[config.mk]
export PLATFORM = sky130hd
export DESIGN_NAME = mti_canceller
export DESIGN_NICKNAME = d
export VERILOG_FILES = /design/src/rtl/mti_canceller.sv
export SDC_FILE = /design/constraint.sdc
export NUM_CORES = 2
export LEC_CHECK = 0
export BUFFER_PORTS_ARGS = -buffer_cell sky130_fd_sc_hd__buf_2
export CELL_PAD_IN_SITES_DETAIL_PLACEMENT = 1
export CELL_PAD_IN_SITES_GLOBAL_PLACEMENT = 2
export CORE_ASPECT_RATIO = 0.75
export CORE_UTILIZATION = 48
export DETAILED_ROUTE_END_ITERATION = 8
export MAX_ROUTING_LAYER = met4
export PLACE_DENSITY = 0.83
export SLEW_MARGIN = 30
export SYNTH_ARGS = -nofsm -noshare
export SYNTH_HDL_FRONTEND = slang
export SYNTH_SLANG_ARGS = --single-unit
[constraint.sdc]
create_clock -name clk -period 5.3 [get_ports clk]
set_input_delay 0 -clock clk [delete_from_list [all_inputs] [get_ports clk]]
set_output_delay 0 -clock clk [all_outputs]
set_load 0.02 [all_outputs]
[src/rtl/mti_canceller.sv]
module mti_canceller #(
  parameter int DATA_W = 16,
  parameter int BINS   = 64,
  parameter int CHIRPS = 32
) (
  input  logic                     clk,
  input  logic                     rst_n,
  input  logic                     frame_start,
  input  logic                     enable,
  input  logic                     in_valid,
  input  logic signed [DATA_W-1:0] in_i,
  input  logic signed [DATA_W-1:0] in_q,
  output logic                     out_valid,
  output logic signed [DATA_W:0]   out_i,
  output logic signed [DATA_W:0]   out_q
);
  localparam int OUT_W   = DATA_W + 1;
  localparam int BIN_W   = $clog2(BINS);
  localparam int CHIRP_W = $clog2(CHIRPS);

  logic [BIN_W-1:0]         bin_q;
  logic [CHIRP_W-1:0]       chirp_q;
  logic signed [DATA_W-1:0] hist_i [BINS];
  logic signed [DATA_W-1:0] hist_q [BINS];

  wire [BIN_W-1:0]   bin_a   = frame_start ? '0 : bin_q;
  wire [CHIRP_W-1:0] chirp_a = frame_start ? '0 : chirp_q;
  wire first      = (chirp_a == '0);
  wire bin_last   = (bin_a == BIN_W'(BINS - 1));
  wire chirp_last = (chirp_a == CHIRP_W'(CHIRPS - 1));

  wire signed [OUT_W-1:0] cur_i  = {in_i[DATA_W-1], in_i};
  wire signed [OUT_W-1:0] cur_q  = {in_q[DATA_W-1], in_q};
  wire signed [OUT_W-1:0] prev_i = {hist_i[bin_a][DATA_W-1], hist_i[bin_a]};
  wire signed [OUT_W-1:0] prev_q = {hist_q[bin_a][DATA_W-1], hist_q[bin_a]};

  wire signed [OUT_W-1:0] res_i = !enable ? cur_i : first ? '0 : cur_i - prev_i;
  wire signed [OUT_W-1:0] res_q = !enable ? cur_q : first ? '0 : cur_q - prev_q;

  always_ff @(posedge clk) begin
    if (!rst_n) begin
      bin_q   <= '0;
      chirp_q <= '0;
    end else if (in_valid) begin
      bin_q <= bin_last ? '0 : bin_a + BIN_W'(1);
      if (bin_last) chirp_q <= chirp_last ? '0 : chirp_a + CHIRP_W'(1);
      else          chirp_q <= chirp_a;
    end else if (frame_start) begin
      bin_q   <= '0;
      chirp_q <= '0;
    end
  end

  always_ff @(posedge clk) begin
    if (in_valid) begin
      hist_i[bin_a] <= in_i;
      hist_q[bin_a] <= in_q;
    end
  end

  always_ff @(posedge clk) begin
    if (!rst_n) begin
      out_valid <= 1'b0;
      out_i     <= '0;
      out_q     <= '0;
    end else begin
      out_valid <= in_valid;
      if (in_valid) begin
        out_i <= res_i;
        out_q <= res_q;
      end
    end
  end
endmodule

==> summary.md <==
| Metric | Value |
|---|---|
| Max rail drop VDD | 317 uV |
| FF-to-FF path depth | 12 |
| Die W | 480 um |
| Total track usage | approximately 44% |
| Final HPWL DP | 243,000 um |
| Largest net degree at the start of global routing | 67 |
| CTS sink cnt | 2,094 |
| Met2 GRT Util | 58.0% |
| CTS Buf Count | 199 |
| Post-synth top cells | edfxtp_1, o22ai_1, mux2i_1 |
| Met1 Use GR | 55.3% |
| Period utilisation layout | 103% |
| Remaining antenna violation count | 0 |
| Required time of the critical path | 6.09 ns |
| Post-synth EDFFs | roughly 2,000 |
| Minimum clock period | ~5.5 ns |
| Initial Util | 48.4% |
| CTS Root Cell | clkbuf_16 |
| Top cell type's share of synthesized area | roughly 75% |
| Total Wirelength | ~370,000 um |
| CP Launch Type | flip-flop |
| Routed via count | 58,166 |
| Cells after DPL | 7,480 |
| Post-Syn Area | 82,400 um^2 |
| Vias in the first global route | between 50,000 and 60,000 |
| Htree depth | 4 |
| First drt pass iteration count | 9 |
| Top_reg_cell synth | edfxtp_1 |
| Seq/Total Area, Yosys | 75.8% |
| Port Buffers | 71 |
| # DRC | 0 |
| Most frequent cell after synthesis | edfxtp_1 |
| Critical Path AT | roughly 6.3 ns |
| Die height | 361 um |
| Syn_area_per_cell | 16.8 um^2 |
| Post-Layout Cell Count | 7,939 |
| Worst hold start | in_i[11] |
| Hold path endpoint | hist_i[51][11]$_DFFE_PP_ |
| R2R setup slack | -0.18 ns |
| Total power | 34.9 mW |
| Max cap viols | 0 |
| Adder-Cell Fraction of Synth Area | 0.596% |
| Synthesized Nets | 4,978 |
| Hold path depth | 2 |
| Syn. warnings | 0 |
| Clk_skew | 0.0568 ns |
| RSZ-0062 raised after global routing | no |
| Max Slew Vio Count | 0 |
| Final Util | between 50 and 60% |
| Initial DRC Count | around 12,000 |
| Async S/R FF share, synth | 0% |
| Nets | 5,537 |
| Post-place setup slack | roughly 0.026 ns |
| Post-synth cell types | 91 |
| Crit path max fanout | 32 |
| Initial antenna violation count | 53 |
| Area growth, synth to finish | 17.2% |
| Final Hold Viols | 0 |
| RR Startpoint | bin_q[1]$_SDFF_PN0_ |
| Buffer depth of the longest clock path | 3 |
| LEAKAGE | about 30 nW |
| Worst Slack Setup Final | -0.184 ns |
| Die area | 173,000 um^2 |
| Via density | 7.33 |
| CTS tree | built |
| FMAX | 0.182 GHz |
| Busiest grt layer | met2 |
| CP endpoint kind | flip-flop |
| Failing checks | setup timing |
| Largest family of logic cells by synthesized area | compound AO/OA/AOI/OAI gates |
| Leading area contributor after synthesis | edfxtp_1 |
| Clock slew at reported path FFs | 0.06 ns |
| Grt ovf | 0 |
| Compound-Gate Fraction of Synth Area | 12.0% |
| Power per cell area | approximately 360 nW/um^2 |
| Slew margin rel. | 23.6% |
| Status | complete, but fails checks |
| Layout cells sized above 1 | 22.2% |
| Final Wtd Congestion | roughly 1.1 |
| Hold WC Path Type | primary input to flip-flop |
| Boundary Pins | 72 |
| Post-Synthesis Cells | 4,903 |
| Drt wl/cell | 47.1 um |
| Post-synthesis simple-gate area fraction | approximately 3.1% |
| Worst r2r dst | out_q[15]$_SDFFE_PN0P_ |
| Critical path type | flip-flop to flip-flop |
| Synth Area in XOR/XNOR | 0.213% |
| Placed cell area | 89,600 um^2 |
| Dominant cells by area after synthesis | edfxtp_1, o22ai_1, mux2i_1 |
| Register bit count reported by yosys | 2,094 |
| Global-route wire length before repair | 497,000 um |
| Core Region | 170,000 um^2 |
| M3 GR Usage | between 20% and 30% |
| Slew @ Worst Pin | between 1 and 1.5 ns |
| # setup viols final | 6 |
| # rows | 131 |
| Worst-Skew Late Latency | 0.89 ns |
| Final instance area | 96,600 um^2 |
| Post-synthesis mux area share | 5.70% |
-- cell usage in the layout (no fill, tap or decap), types with 38 or more instances in the layout --
cell type / instances
a21oi_1: 177
a22oi_1: 104
mux2i_1: 260
buf_2: 70
nor2_1: 142
buf_12: 78
o221ai_1: 67
diode_2: 48
clkbuf_16: 200
clkinv_2: 43
nand2_1: 111
dlygate4sd3_1: 38
mux2_2: 131
a221oi_1: 69
buf_4: 510
o22ai_1: 520
edfxtp_1: 2048
dfxtp_1: 43
nor2_4: 68
o21ai_0: 135
a211oi_1: 41
clkbuf_1: 53
-- cell type report --
cell class | count | area (um^2)
clock buffer | 256 | 5250
multi-input combinational | 2439 | 18500
clock inverter | 113 | 1090
inverter | 26 | 103
timing repair buffer | 702 | 6250
sequential | 2094 | 62400
fill | 15462 | 73600
tap | 2261 | 2830
antenna | 48 | 120
-- timing repair --
item,in CTS,in global routing
gates resized for setup,0,10
buffers inserted,0,0
endpoints found under the setup margin,0,19
hold buffers,37,1
endpoints found under the hold margin,937,64
-- state kept, by name, summed over array words and instances (netlist names) --
register,flops
bin_q,6
hist_q,1024
out_q,17
chirp_q,5
hist_i,1024
out_i,17
out_valid,1
-- per-layer routing --
layer / wire length [um] / vias up
li1: - / 21391
met2: 151000 / 5929
met1: 130000 / 29583
met5: 0 / -
met3: 67900 / 1263
met4: 24600 / 0
-- logic make-up (layout without fill, tap and decap cells) --
family          Yosys count  in the layout
simple gates            524            524
compound gates         1438           1438
flops                  2094           2094
other cells               0             48
mux                     419            419
buf+inv                 370           1097
fa+ha+maj                38             38
xor+xnor                 20             20
-- stage by stage --
step	hold slack [ns]	TNS (ns)
4_1_cts	0.0538	0
3_3_place_gp	0.427	0
2_1_floorplan	0.0989	0
5_1_grt	0.104	0
3_5_place_dp	0.424	0
6_report	0.118	-0.395
-- worst max-delay path by stage --
stage	startpoint	to	slack, ns	cells after the start
after floorplan	bin_q[1]$_SDFF_PN0_	out_i[9]$_SDFFE_PN0P_	1.48	16
after global placement	frame_start	out_i[16]$_SDFFE_PN0P_	0.05	18
after detailed placement	frame_start	out_i[12]$_SDFFE_PN0P_	0.03	19
after CTS	bin_q[0]$_SDFF_PN0_	out_i[12]$_SDFFE_PN0P_	0.009	17
after global routing	bin_q[1]$_SDFF_PN0_	out_q[14]$_SDFFE_PN0P_	0.01	16
final	bin_q[1]$_SDFF_PN0_	out_q[15]$_SDFFE_PN0P_	-0.18	12
-- worst max-delay path: stages (launching register included) --
cell      delay (ns)
dfxtp_4         0.43
buf_12          0.23
nand2b_4        0.42
buf_4           0.46
o22ai_1         0.20
a221oi_1        0.97
o22ai_1         0.67
or4_1           0.84
ha_1            0.37
and4_1          0.16
o21ai_0         0.12
a2111o_1        0.39
nand3_1         0.09
-- where the power goes --
group	leakage (nW)	switching, mW	internal (mW)	total (mW)
Sequential	18.8	0.0279	18.2	18.2
Combinational	9.03	1.69	0.699	2.39
Clock	3.09	6.61	7.68	14.3
Total	30.9	8.33	26.6	34.9
No activity file was read; power rests on OpenSTA's default activity.
